## config.mk

```make
export PLATFORM = sky130hd
export DESIGN_NAME = scl_rate_gen
export DESIGN_NICKNAME = d
export VERILOG_FILES = /design/src/rtl/scl_rate_pkg.sv /design/src/rtl/scl_rate_dp.sv /design/src/rtl/scl_rate_ctrl.sv /design/src/rtl/scl_rate_gen.sv
export SDC_FILE = /design/constraint.sdc
export NUM_CORES = 1
export LEC_CHECK = 0
export BUFFER_PORTS_ARGS = -buffer_cell sky130_fd_sc_hd__buf_2
export CAP_MARGIN = 20
export CORE_ASPECT_RATIO = 0.6
export CORE_MARGIN = 2
export CORE_UTILIZATION = 51
export CTS_CLUSTER_DIAMETER = 120
export DETAILED_ROUTE_END_ITERATION = 6
export PLACE_DENSITY = 0.79
export SYNTH_ARGS = -nofsm -noshare
export SYNTH_HDL_FRONTEND = slang
export SYNTH_HIERARCHICAL = 1
export SYNTH_SLANG_ARGS = --single-unit
export TNS_END_PERCENT = 20
```

## constraint.sdc

```tcl
create_clock -name clk -period 3.7 [get_ports clk]
set_input_delay 0.925 -clock clk [delete_from_list [all_inputs] [get_ports clk]]
set_output_delay 0.925 -clock clk [all_outputs]
set_load 0.01 [all_outputs]
```

## src/rtl/scl_rate_pkg.sv

```systemverilog
package scl_rate_pkg;

  localparam int BASE_CYCLES = 20;
  localparam int SCGD_STEP   = 8;

  typedef enum logic [1:0] {
    ST_OFF  = 2'd0,
    ST_HIGH = 2'd1,
    ST_LOW  = 2'd2
  } sclState_t;

  // strobes from control to datapath
  typedef struct packed {
    logic loadHigh;
    logic loadLow;
    logic dec;
  } phaseCmd_t;

  function automatic int cdfWidth(input int gen);
    return (gen != 0) ? 3 : 2;
  endfunction

endpackage

```

## src/rtl/scl_rate_dp.sv

```systemverilog
module scl_rate_dp
  import scl_rate_pkg::*;
#(
  parameter int CDF_W  = 3,
  parameter int SCGD_W = 6,
  parameter int COMP_W = 4,
  parameter int PER_W  = 10
) (
  input  logic              clk,
  input  logic              rstN,
  input  logic              enable,
  input  logic [CDF_W-1:0]  cdf,
  input  logic [SCGD_W-1:0] scgd,
  input  logic [COMP_W-1:0] comp,
  input  phaseCmd_t         cmd,
  output logic              tick,
  output logic              phaseLast
);

  logic [CDF_W-1:0] preCnt;
  logic [PER_W-1:0] perLen;
  logic [PER_W-1:0] lowLen;
  logic [PER_W-1:0] highLen;
  logic [PER_W-1:0] remCnt;

  // stage one: down-counting prescaler, tick on zero
  always_ff @(posedge clk) begin
    if (!rstN || !enable) begin
      preCnt <= '0;
    end else if (preCnt == '0) begin
      preCnt <= cdf;
    end else begin
      preCnt <= preCnt - 1'b1;
    end
  end

  assign tick = enable && (preCnt == '0);

  // stage two: affine period and its split
  always_comb begin
    perLen  = PER_W'(BASE_CYCLES) + PER_W'(scgd) * PER_W'(SCGD_STEP) + PER_W'(comp);
    lowLen  = perLen >> 1;
    highLen = perLen - lowLen;
  end

  always_ff @(posedge clk) begin
    if (!rstN || !enable) begin
      remCnt <= '0;
    end else if (cmd.loadHigh) begin
      remCnt <= highLen;
    end else if (cmd.loadLow) begin
      remCnt <= lowLen;
    end else if (cmd.dec) begin
      remCnt <= remCnt - 1'b1;
    end
  end

  assign phaseLast = (remCnt == PER_W'(1));

  AST_TICK_SPACING: assert property (@(posedge clk) disable iff (!rstN)
    (tick && cdf != '0) |=> !tick);
  AST_DEC_ABOVE_ONE: assert property (@(posedge clk) disable iff (!rstN)
    cmd.dec |-> (remCnt > PER_W'(1)));
  AST_LOAD_MIN: assert property (@(posedge clk) disable iff (!rstN)
    (enable && (cmd.loadHigh || cmd.loadLow)) |=> (remCnt >= PER_W'(BASE_CYCLES / 2)));

endmodule

```

## src/rtl/scl_rate_ctrl.sv

```systemverilog
module scl_rate_ctrl
  import scl_rate_pkg::*;
(
  input  logic      clk,
  input  logic      rstN,
  input  logic      enable,
  input  logic      sclIn,
  input  logic      tick,
  input  logic      phaseLast,
  output phaseCmd_t cmd,
  output logic      sclOut,
  output logic      sclFall,
  output logic      sclRise
);

  sclState_t state;
  sclState_t nextState;

  always_comb begin
    nextState = state;
    cmd       = '0;
    if (!enable) begin
      nextState = ST_OFF;
    end else begin
      unique case (state)
        ST_OFF: begin
          nextState    = ST_HIGH;
          cmd.loadHigh = 1'b1;
        end
        ST_HIGH: begin
          if (tick && sclIn) begin
            if (phaseLast) begin
              nextState   = ST_LOW;
              cmd.loadLow = 1'b1;
            end else begin
              cmd.dec = 1'b1;
            end
          end
        end
        ST_LOW: begin
          if (tick) begin
            if (phaseLast) begin
              nextState    = ST_HIGH;
              cmd.loadHigh = 1'b1;
            end else begin
              cmd.dec = 1'b1;
            end
          end
        end
        default: nextState = ST_OFF;
      endcase
    end
  end

  always_ff @(posedge clk) begin
    if (!rstN) begin
      state   <= ST_OFF;
      sclOut  <= 1'b1;
      sclFall <= 1'b0;
      sclRise <= 1'b0;
    end else begin
      state   <= nextState;
      sclOut  <= (nextState != ST_LOW);
      sclFall <= (state != ST_LOW) && (nextState == ST_LOW);
      sclRise <= (state == ST_LOW) && (nextState == ST_HIGH);
    end
  end

  AST_OFF_RELEASED: assert property (@(posedge clk) disable iff (!rstN)
    !enable |=> (sclOut && !sclFall && !sclRise));
  AST_FALL_EDGE: assert property (@(posedge clk) disable iff (!rstN)
    sclFall |-> (!sclOut && $past(sclOut)));
  AST_ONE_STROBE: assert property (@(posedge clk) disable iff (!rstN)
    $onehot0({sclFall, sclRise}));
  AST_STRETCH_HOLD: assert property (@(posedge clk) disable iff (!rstN)
    (enable && state == ST_HIGH && !sclIn) |=> !sclFall);

endmodule

```

## src/rtl/scl_rate_gen.sv

```systemverilog
module scl_rate_gen
  import scl_rate_pkg::*;
#(
  parameter int GEN    = 1,
  parameter int SCGD_W = 6,
  parameter int COMP_W = 4,
  localparam int CDF_W = cdfWidth(GEN),
  localparam int CFG_W = CDF_W + SCGD_W
) (
  input  logic              clk,
  input  logic              rstN,
  input  logic              enable,
  input  logic [CFG_W-1:0]  cfgWord,
  input  logic [COMP_W-1:0] compCycles,
  input  logic              sclIn,
  output logic              sclOut,
  output logic              tickOut,
  output logic              sclFall,
  output logic              sclRise
);

  localparam int MAX_PER = BASE_CYCLES + SCGD_STEP * ((1 << SCGD_W) - 1) + ((1 << COMP_W) - 1);
  localparam int PER_W   = $clog2(MAX_PER + 1);

  logic [CDF_W-1:0]  cdf;
  logic [SCGD_W-1:0] scgd;
  phaseCmd_t         cmd;
  logic              tick;
  logic              phaseLast;

  // fine field packed directly above the coarse field
  assign cdf  = cfgWord[CDF_W-1:0];
  assign scgd = cfgWord[CFG_W-1:CDF_W];

  scl_rate_dp #(
    .CDF_W (CDF_W),
    .SCGD_W(SCGD_W),
    .COMP_W(COMP_W),
    .PER_W (PER_W)
  ) u_dp (
    .clk      (clk),
    .rstN     (rstN),
    .enable   (enable),
    .cdf      (cdf),
    .scgd     (scgd),
    .comp     (compCycles),
    .cmd      (cmd),
    .tick     (tick),
    .phaseLast(phaseLast)
  );

  scl_rate_ctrl u_ctrl (
    .clk      (clk),
    .rstN     (rstN),
    .enable   (enable),
    .sclIn    (sclIn),
    .tick     (tick),
    .phaseLast(phaseLast),
    .cmd      (cmd),
    .sclOut   (sclOut),
    .sclFall  (sclFall),
    .sclRise  (sclRise)
  );

  assign tickOut = tick;

endmodule

```

# Word level (Yosys, flattened, before mapping)
# Cells that the tools add are included.
# word_totals
register_bits	18
latch_bits	0
ram_bits	0
romBits	0
in_bits	17
word_cells	47
mem_count	0
# classes
add_sub_neg	5
n_mul	0
n_div	0
magnitude_cmp	0
eq_ne	7
n_shift	0
muxes	19
n_bitwise	0
reduce_logical	10
# op_table
operator	n
10-bit 2-to-1 mux	3
2-bit 2-to-1 mux	6
10-bit by 4-bit adder with 10-bit output	1
5-bit by 9-bit adder with 10-bit output (first input constant)	1
10-bit by 1-bit equality test with 1-bit output (second input constant)	1
10-bit by 1-bit subtractor with 10-bit output (second input constant)	1
10-bit by 9-bit subtractor with 10-bit output	1
3-bit 2-to-1 mux	2
2-bit case mux with 3 select lines	1
1-bit 2-to-1 mux	5
2-bit by 1-bit equality test with 1-bit output (second input constant)	2
2-bit equality test (second input constant)	2
1-bit logical AND	4
2-bit inequality test (second input constant)	2
1-bit case mux with 2 select lines	2
3-bit logical NOT	1
3-bit nonzero test	1
3-bit by 1-bit subtractor with 3-bit output (second input constant)	1
1-bit logical NOT	2
2-bit logical NOT	1
1-bit logical OR	1

# Logic depth before layout (Yosys ltp)
# Gate-level depths: netlist of run 1.
# logic_depth
depth_word	9
ltp_mapped	13

# Hierarchy
# Netlist of run 1, hierarchy kept.
# by_module_without_submodules
mod	n_inst	cells_per_inst	area_each_um2	seq_area_each_um2
scl_rate_dp	1	203	1536.5	260.2
scl_rate_ctrl	1	34	312.8	100.1

# Worst setup path before layout of run 1
# Ideal clock, no wire load.
# synth_path
path_type	input -> register
from	input port cfgWord[3]
to	register u_dp.remCnt[6]
t_arrival_ns	3.436
slack_ns	0.136
cell_stages	10
path_buffers	0
cell_sequence	fa_1 xnor2_1 inv_1 ha_1 and3_1 nor2_1 a211oi_1 or4_1 a21oi_1 a211oi_1
# synth_between
elab_chain_len	4
elab_cells_between_ends	5
# synth_rtl
item	line	rtl
start: declaration	scl_rate_gen.sv:13	input logic [CFG_W-1:0] cfgWord,
5-bit by 9-bit adder with 10-bit output (*)	scl_rate_dp.sv:41	perLen = PER_W'(BASE_CYCLES) + PER_W'(scgd) * PER_W'(SCGD_STEP) + PER_W'(comp);
10-bit by 4-bit adder with 10-bit output (*)	scl_rate_dp.sv:41	
10-bit by 9-bit subtractor with 10-bit output / 10-bit 2-to-1 mux (equally long branches)	scl_rate_dp.sv:43, scl_rate_dp.sv:51	
10-bit 2-to-1 mux (*)	scl_rate_dp.sv:49	end else if (cmd.loadHigh) begin
end signal: assignment	scl_rate_dp.sv:50	remCnt <= highLen;
end signal: assignment	scl_rate_dp.sv:52	remCnt <= lowLen;
end signal: assignment	scl_rate_dp.sv:54	remCnt <= remCnt - 1'b1;
end: declaration	scl_rate_dp.sv:24	logic [PER_W-1:0] remCnt;
# Every way passes the cells marked *; elsewhere a longest branch is shown, timed or not.
# A chain may end at the register's enable or synchronous reset.

# Worst setup path after layout of run 1
# Ends and elaborated chain as after synthesis.

==> out/results.ini, run 1 <==
[logic_synthesis]
synth_cell_types=60
synth-async-reset-ratio=0
synth_top_area_share=0.195
ys_seq_area_frac=0.195
synth_top_area_cell=dfxtp_1
ys_warn_count=6
synth_top_flop_cell=dfxtp_1
synth_nets=270
synth_seq_cells=18
synth_cells=237
synth_top_cells_by_area=dfxtp_1 (19%), ha_1 (9.5%), xnor2_1 (6.2%)
synth_edf_count=0
syn_area_per_cell_um2=7.80
syn_area_mm2=0.00185

[flow_run]
drv_cap=0

[cts]
cts_buffer_depth=2
cts_max_level=1
post_cts_buffers=0
clkSinkCount=18
clk_pin_slew_ps=60
clock-root-buffer=clkbuf_8
cts_buffers=3
clk_latency_ps=250
hold_buffers=0
post_cts_resized=0
cts_tree=yes

[worst_hold_path]
worst_hold_path_type=reg -> reg

[sta]
fin_ws_ps=426
drv_slew=0
fin_crit_sh=0.885
grt_setup_unrepaired=false
worstMarginPinSlew_ps=487
skew_ps=1.24
finalCriticalPeriod_ps=3270
report.final.setup_viol=0
slew_headroom=0.672
max_freq_ghz=0.305
setup-tns-final_ps=0
finalHoldViolations=0

[global_route]
gr-total-overflow=0
grt_max_degree=13
grt_pass1_wl_um=6990
antenna_found_initial=0
grt_usage=0.215
first_global_vias=1489

[placed_design]
dp.cells=300
gp_routability_congestion=0.881
numPortBuffers=20
dp.final_hpwl_um=3430
placed_area_mm2=0.00202
dpl_worst_slack_ps=177

[power_and_ir_drop]
cellPowerDensity_mw_per_mm2=286
ir_worst_vdd_uv=139
pwr-share-clk=0.224
intPower_mw=0.380
p_sw_frac=0.355
p_total_mw=0.589
power_frac_comb=0.414
seq_power_share=0.361
leakagePower_nw=0.848
p_switching_mw=0.209

[worst_setup_path]
endpoint_kind=flip-flop
r2r_slack_ps=930
cp.required_ps=3820
critPathMaxFanout=4
cp.arrival_ps=3400
criticalPathCategory=in -> reg
startpoint_type=input pin

[finish]
final_cells=303
n_fill_cell=308
area_growth_pct=11.4
fin_area_mm2=0.00206
drive_gt1_frac=0.178
fin_nets=293
antennaDiodeCount=0

[routing]
wirelength_um=4220
avgRoutedWirePerCell_um=13.9
first_iter_violations=148
viasPerCell=5.81
drtAntennaViolNets=0
via_count=1761
drc=0
dr.pass1.iters=4

[floorplanning]
die_h_um=50.6
start_util=0.550
die_w_um=81.7
die_area_mm2=0.00414
core_mm2=0.00336
io-pin-count=21
rows=16

[outcome]
outcome=finished, final reports clean

==> worst max-delay path, cell delays in order <==
cell and delay [ps]:
buf_2 120, fa_1 460, xnor2_1 210, inv_1 110
ha_1 360, and3_1 200, nor2_1 170, a211oi_1 110
or4_1 510, a21oi_1 160, a211oi_1 60
==> metrics by stage <==
stage	hold WS, ps	utilization
finish	441	0.613
detailed placement	435	0.600
global route	464	0.613
CTS	445	0.613
global placement	433	0.600
floorplan	412	-
==> cell families after synthesis <==
logic type / count (synthesis) / share of synthesized area
multiplexers: 3 / 0.0162
adder cells (fa/ha/maj): 16 / 0.116
AO/OA/AOI/OAI: 67 / 0.275
flip-flops: 18 / 0.195
AND/OR/NAND/NOR: 82 / 0.237
buffers and inverters: 33 / 0.0717
XOR/XNOR: 18 / 0.0893
==> per-layer routing <==
metal | wire length (um) | global-route usage | up-vias
met5 | 0 | 0 | -
met4 | 4 | 0.0167 | 0
met3 | 426 | 0.0558 | 2
met2 | 1670 | 0.287 | 74
met1 | 2120 | 0.349 | 795
li1 | - | - | 890
==> Yosys cell counts (all sizes together) (3+ instances only) <==
cell type  number
ha             14
a211oi         11
nand3           3
dfxtp          18
mux2i           3
xnor2          14
clkbuf          9
o211ai          5
nor2b           6
nor3            3
xor2            4
nor4            4
o21ai          14
nand4           4
nor2           18
a21oi          15
inv            23
or3             3
and2            4
nand2          20
nor3b           3
==> flip-flops by register name, summed over array words and instances (netlist names) <==
name	flops
u_ctrl/state	2
u_ctrl/sclOut	1
u_ctrl/sclFall	1
u_ctrl/sclRise	1
u_dp/remCnt	10
u_dp/preCnt	3
==> path summary, 6_finish.rpt <==
path,depth (start not counted),start,to
worst max-delay path,11,cfgWord[3],u_dp/remCnt[6]$_SDFFE_PP0P_
worst min-delay path,1,u_dp/preCnt[0]$_SDFF_PP0_,u_dp/preCnt[0]$_SDFF_PP0_
worst max register to register,10,u_dp/remCnt[4]$_SDFFE_PP0P_,u_dp/remCnt[2]$_SDFFE_PP0P_
worst min register to register,1,u_dp/preCnt[0]$_SDFF_PP0_,u_dp/preCnt[0]$_SDFF_PP0_
==> power by group through the flow <==
stage               clock (mW)  sequential, mW  combinational [mW]
detailed placement           0           0.217               0.240
global placement             0           0.216               0.237
global route             0.145           0.214               0.270
floorplan                    0           0.214               0.183
CTS                      0.137           0.213               0.242
finish                   0.132           0.213               0.244
==> area by class of cell <==
class | instances | area (um2) | area share
well taps | 45 | 56.3 | 0.0273
repair buffers | 28 | 160 | 0.0777
multi-input cells | 186 | 1360 | 0.658
flip-flops and latches | 18 | 360 | 0.175
inverters | 23 | 86.3 | 0.0419
clock buffers | 3 | 41.3 | 0.0200
==> placed cells by master (no fill, tap or decap), drive strengths merged, types with 2 or more instances in the layout <==
master,count
o31ai,2
nor3,3
buf,28
xnor2,14
or4,2
a22oi,2
nor4,4
o211ai,5
nor3b,3
or3,3
nand3,3
nor2b,6
nand2,20
dfxtp,18
and2,4
a21oi,15
clkbuf,3
a2bb2oi,2
or2,2
ha,14
a311oi,2
a211o,2
o21ai,14
xor2,4
inv,23
mux2i,3
nor2,18
nand2b,2
o311ai,2
a211oi,11
nand4,4
a21o,2
and3,2
fa,2
No activity file was read; power rests on OpenSTA's default activity.
==> inputs of run 2 (changes only) <==
BUFFER_PORTS_ARGS = default   (was -buffer_cell sky130_fd_sc_hd__buf_2)
DONT_BUFFER_PORTS = 1   (was default)
PLACE_DENSITY = 0.74   (was 0.79)
SLEW_MARGIN = 10   (was default)
==> run 2 against run 1 <==
Against the previous run: sequential power is essentially flat; combinational power is 8.2% lower; cell count shrank 7.3%; register-to-register slack worse by 40 ps; via count down 6.0%; sequential cell count stayed put; sequential share of layout area rose by 1.0 points; worst hold slack better by 5.1 ps; critical path type unchanged; largest cell class unchanged; highest routed layer unchanged.
==> out/results.ini, run 2 (synthesis results as in run 1) <==
[outcome]
outcome=finished, final reports clean  ; unchanged

[floorplanning]
core_mm2=0.00336  ; unchanged
io-pin-count=21  ; unchanged
rows=16  ; unchanged
die_w_um=81.7  ; unchanged
die_h_um=50.6  ; unchanged
die_area_mm2=0.00414  ; unchanged
start_util=0.550  ; unchanged

[placed_design]
placed_area_mm2=0.00190  ; was 0.00202 mm2
dp.final_hpwl_um=3340  ; was 3430 um
dpl_worst_slack_ps=171  ; was 177 ps
gp_routability_congestion=0.880  ; was 0.881
numPortBuffers=0  ; was 20

[cts]
cts_max_level=1  ; unchanged
clkSinkCount=18  ; unchanged
post_cts_resized=0  ; unchanged
clk_latency_ps=260  ; was 250 ps
cts_tree=yes  ; unchanged
clk_pin_slew_ps=70  ; was 60 ps
cts_buffer_depth=2  ; unchanged
post_cts_buffers=0  ; unchanged
cts_buffers=3  ; unchanged
hold_buffers=0  ; unchanged
clock-root-buffer=clkbuf_8  ; unchanged

[routing]
avgRoutedWirePerCell_um=15.0  ; was 13.9 um
dr.pass1.iters=4  ; unchanged
wirelength_um=4220  ; about the same
drtAntennaViolNets=0  ; unchanged
viasPerCell=5.89  ; was 5.81
drc=0  ; unchanged
via_count=1656  ; was 1761
first_iter_violations=133  ; was 148

[sta]
max_freq_ghz=0.301  ; was 0.305 GHz
setup-tns-final_ps=0  ; unchanged
worstMarginPinSlew_ps=509  ; was 487 ps
report.final.setup_viol=0  ; unchanged
grt_setup_unrepaired=false  ; unchanged
fin_ws_ps=383  ; was 426 ps
slew_headroom=0.658  ; was 0.672
drv_slew=0  ; unchanged
whs_ps=446  ; was 441 ps
finalCriticalPeriod_ps=3320  ; was 3270 ps
fin_crit_sh=0.896  ; was 0.885
finalHoldViolations=0  ; unchanged
skew_ps=5.60  ; was 1.24 ps

[global_route]
gr-total-overflow=0  ; unchanged
antenna_found_initial=0  ; unchanged
first_global_vias=1485  ; was 1489
grt_max_degree=13  ; unchanged
grt_usage=0.220  ; was 0.215
grt_pass1_wl_um=7020  ; was 6990 um

[worst_setup_path]
cpPeakStageDelay_ps=530  ; was 510 ps
cp.arrival_ps=3490  ; was 3400 ps
endpoint_kind=flip-flop  ; unchanged
critPathBufInv=1  ; was 2
crit_top_cell=a21oi_1  ; was a211oi_1
cp_slowest_cell=fa_1  ; was or4_1
worstPathCellList=fa_1 > xnor2_1 > inv_1 > ha_1 > and3_1 > o211ai_1 > a21oi_1 > o31ai_1 > a21oi_1 > a211oi_1  ; was buf_2 > fa_1 > xnor2_1 > inv_1 > ha_1 > and3_1 > nor2_1 > a211oi_1 > or4_1 > a21oi_1 > a211oi_1
startpoint_type=input pin  ; unchanged
critPathMaxFanout=6  ; was 4
cp.required_ps=3870  ; was 3820 ps
criticalPathCategory=in -> reg  ; unchanged
cp_top_family=compound AO/OA/AOI/OAI gates  ; was simple AND/OR/NAND/NOR gates

[finish]
fin_nets=271  ; was 293
final_common_cell=inv_1  ; unchanged
antennaDiodeCount=0  ; unchanged
area_growth_pct=5.21  ; was 11.4%
multi_input_area_mm2=0.00136  ; unchanged
largest_register_ffs=10  ; unchanged
final_cell_mix=inv_1 (23), nand2_1 (20), nor2_1 (18), dfxtp_1 (18)  ; was inv_1 (23), buf_2 (20), nand2_1 (20)
regArea_um2=360  ; unchanged
top_register=u_dp/remCnt  ; unchanged
drive_gt1_frac=0.102  ; was 0.178
fin_area_mm2=0.00195  ; was 0.00206 mm2
reg_top3=u_dp/remCnt x10, u_dp/preCnt x3, u_ctrl/state x2  ; unchanged
final_util=0.578  ; was 0.613
n_fill_cell=306  ; was 308

[power_and_ir_drop]
cellPowerDensity_mw_per_mm2=297  ; was 286 mW/mm2
leakagePower_nw=0.757  ; was 0.848 nW
ir_worst_vdd_uv=204  ; was 139 uV

[flow_run]
drv_cap=0  ; unchanged

[worst_hold_path]
worst_hold_path_type=reg -> reg  ; unchanged

## run 2: path summary, 6_finish.rpt
kind / start / endpoint / slack [ps] / cells past startpoint
setup / recovery: cfgWord[3] / u_dp/remCnt[6]$_SDFFE_PP0P_ / 380 / 10
hold / removal: u_dp/preCnt[0]$_SDFF_PP0_ / u_dp/preCnt[0]$_SDFF_PP0_ / 450 / 1
setup reg to reg: u_dp/remCnt[4]$_SDFFE_PP0P_ / u_dp/remCnt[2]$_SDFFE_PP0P_ / 890 / 10
hold reg to reg: u_dp/preCnt[0]$_SDFF_PP0_ / u_dp/preCnt[0]$_SDFF_PP0_ / 450 / 1
## run 2: area by class of cell
class | count | share of cell area
Tap cell | 45 | 0.0289
Multi-Input combinational cell | 186 | 0.697
Timing Repair Buffer | 6 | 0.0232
Clock buffer | 3 | 0.0212
Inverter | 23 | 0.0444
Sequential cell | 18 | 0.185
## run 2: metal layers
metal,GRT usage,wire length [um]
met5,0,0
met3,0.0540,354
met1,0.356,2250
met2,0.283,1600
met4,0.0389,8
## run 2: worst reg2reg max path, delay by kind of cell (launching register included)
| family | cells | cell delay (ps) |
|---|---|---|
| buf+inv | 1 | 260 |
| flops | 1 | 370 |
| compound gates | 4 | 710 |
| simple gates | 5 | 1390 |
## run 2: stage by stage
step	power, mW	instances
floorplan	0.398	237
global placement	0.434	278
detailed placement	0.437	278
CTS	0.576	281
global route	0.612	281
finish	0.578	281
## run 2: power by group
group	total (mW)	switching (mW)	internal [mW]	leakage [nW]
logic	0.224	0.128	0.0965	0.589
registers	0.213	0.00964	0.203	0.147
clock network	0.140	0.0677	0.0725	0.0216
total	0.578	0.205	0.372	0.757
==> inputs of run 3 (changes only) <==
CORE_UTILIZATION = 35   (was 51)
PLACE_DENSITY = 0.56   (was 0.74)
==> run 3 against run 2 <==
Against the previous run: power decreased by 0.28%; sequential cell count unchanged; largest power group unchanged; count of clock-buffer cells in the layout unchanged; critical endpoint unchanged.
==> out/results.ini, run 3 (synthesis results as in run 1) <==
[power_and_ir_drop]
cellPowerDensity_mw_per_mm2=291  ; was 297 mW/mm2
leakagePower_nw=0.762  ; was 0.757 nW
ir_worst_vdd_uv=141  ; was 204 uV

[floorplanning]
die_area_mm2=0.00590  ; was 0.00414 mm2
io-pin-count=21  ; unchanged
core_mm2=0.00508  ; was 0.00336 mm2
die_w_um=97.8  ; was 81.7 um
start_util=0.364  ; was 0.550
die_h_um=60.3  ; was 50.6 um
rows=20  ; was 16

[sta]
grt_setup_unrepaired=false  ; unchanged
fin_crit_sh=0.886  ; was 0.896
setup-tns-final_ps=0  ; unchanged
skew_ps=2.93  ; was 5.60 ps
worstMarginPinSlew_ps=491  ; was 509 ps
max_freq_ghz=0.305  ; was 0.301 GHz
finalCriticalPeriod_ps=3280  ; was 3320 ps
report.final.setup_viol=0  ; unchanged
drv_slew=0  ; unchanged
whs_ps=442  ; was 446 ps
finalHoldViolations=0  ; unchanged
slew_headroom=0.670  ; was 0.658

[placed_design]
dp.final_hpwl_um=3690  ; was 3340 um
numPortBuffers=0  ; unchanged
gp_routability_congestion=0.829  ; was 0.880

[outcome]
outcome=finished, final reports clean  ; unchanged

[cts]
clk_pin_slew_ps=70  ; about the same
cts_max_level=1  ; unchanged
hold_buffers=0  ; unchanged
cts_tree=yes  ; unchanged
clkSinkCount=18  ; unchanged
clk_latency_ps=250  ; was 260 ps
post_cts_resized=0  ; unchanged
clock-root-buffer=clkbuf_8  ; unchanged
post_cts_buffers=0  ; unchanged
cts_buffers=3  ; unchanged
cts_buffer_depth=2  ; unchanged

[finish]
largest_register_ffs=10  ; unchanged
drive_gt1_frac=0.105  ; was 0.102
final_cell_mix=inv_1 (23), nand2_1 (20), nor2_1 (18), dfxtp_1 (18)  ; unchanged
antennaDiodeCount=0  ; unchanged
area_growth_pct=7.04  ; was 5.21%
final_common_cell=inv_1  ; unchanged
top_register=u_dp/remCnt  ; unchanged
fin_nets=272  ; was 271
reg_top3=u_dp/remCnt x10, u_dp/preCnt x3, u_ctrl/state x2  ; unchanged

[worst_setup_path]
endpoint_kind=flip-flop  ; unchanged
cp.required_ps=3820  ; was 3870 ps
criticalPathCategory=in -> reg  ; unchanged
critPathMaxFanout=6  ; unchanged
cp.arrival_ps=3400  ; was 3490 ps
startpoint_type=input pin  ; unchanged

[global_route]
antenna_found_initial=0  ; unchanged
first_global_vias=1445  ; was 1485
grt_pass1_wl_um=7480  ; was 7020 um
grt_usage=0.158  ; was 0.220
grt_max_degree=13  ; unchanged
gr-total-overflow=0  ; unchanged

[routing]
viasPerCell=5.55  ; was 5.89
drc=0  ; unchanged
avgRoutedWirePerCell_um=15.0  ; about the same
via_count=1683  ; was 1656
first_iter_violations=148  ; was 133
wirelength_um=4540  ; was 4220 um
dr.pass1.iters=4  ; unchanged
drtAntennaViolNets=0  ; unchanged

[worst_hold_path]
worst_hold_path_type=reg -> reg  ; unchanged

[flow_run]
drv_cap=0  ; unchanged

run 3: cell count changes in the layout (fill, tap and decap cells not counted):
cell,delta
buf_4,+1
run 3: path summary, 6_finish.rpt:
kind | start | endpoint | slack, ps | depth (start not counted)
max reg2reg | u_dp/preCnt[0]$_SDFF_PP0_ | u_dp/remCnt[7]$_SDFFE_PP0P_ | 890 | 12
min | u_dp/preCnt[0]$_SDFF_PP0_ | u_dp/preCnt[0]$_SDFF_PP0_ | 440 | 1
min reg2reg | u_dp/preCnt[0]$_SDFF_PP0_ | u_dp/preCnt[0]$_SDFF_PP0_ | 440 | 1
max | cfgWord[3] | u_dp/remCnt[6]$_SDFFE_PP0P_ | 420 | 10
run 3: per-layer routing:
layer,part of all wire,global-route usage
met5,0,0
met4,0.0042,0.0119
met3,0.051,0.0339
met2,0.36,0.212
met1,0.58,0.260
run 3: report_power, final:
group / switching (mW) / internal [mW]
Sequential: 0.00928 / 0.203
Clock: 0.0642 / 0.0723
Combinational: 0.129 / 0.0976
run 3: area by class of cell:
type                    instances  area [um2]
inverters                      23        86.3
well taps                      66        82.6
flip-flops and latches         18         360
multi-input cells             186        1360
clock buffers                   3        41.3
repair buffers                  7        52.6
fillers                       535        3100
run 3: stage by stage:
step / setup WS (ps) / instance area, um2 / utilization / cells / total power, mW
finish: 422 / 1980 / 0.390 / 303 / 0.576
CTS: 434 / 1980 / 0.390 / 303 / 0.578
detailed placement: 169 / 1940 / 0.382 / 300 / 0.440
floorplan: 136 / 1850 / - / 237 / 0.398
global route: 233 / 1980 / 0.390 / 303 / 0.617
global placement: 263 / 1940 / 0.382 / 300 / 0.440
run 3: worst max-delay path, cell delays in order:
cell and delay, ps:
fa_1 540, xnor2_1 240, inv_1 110, ha_1 360, and3_1 210, nor2_1 180, a211oi_1 120, or4_1 500
a21oi_1 160, a211oi_1 60
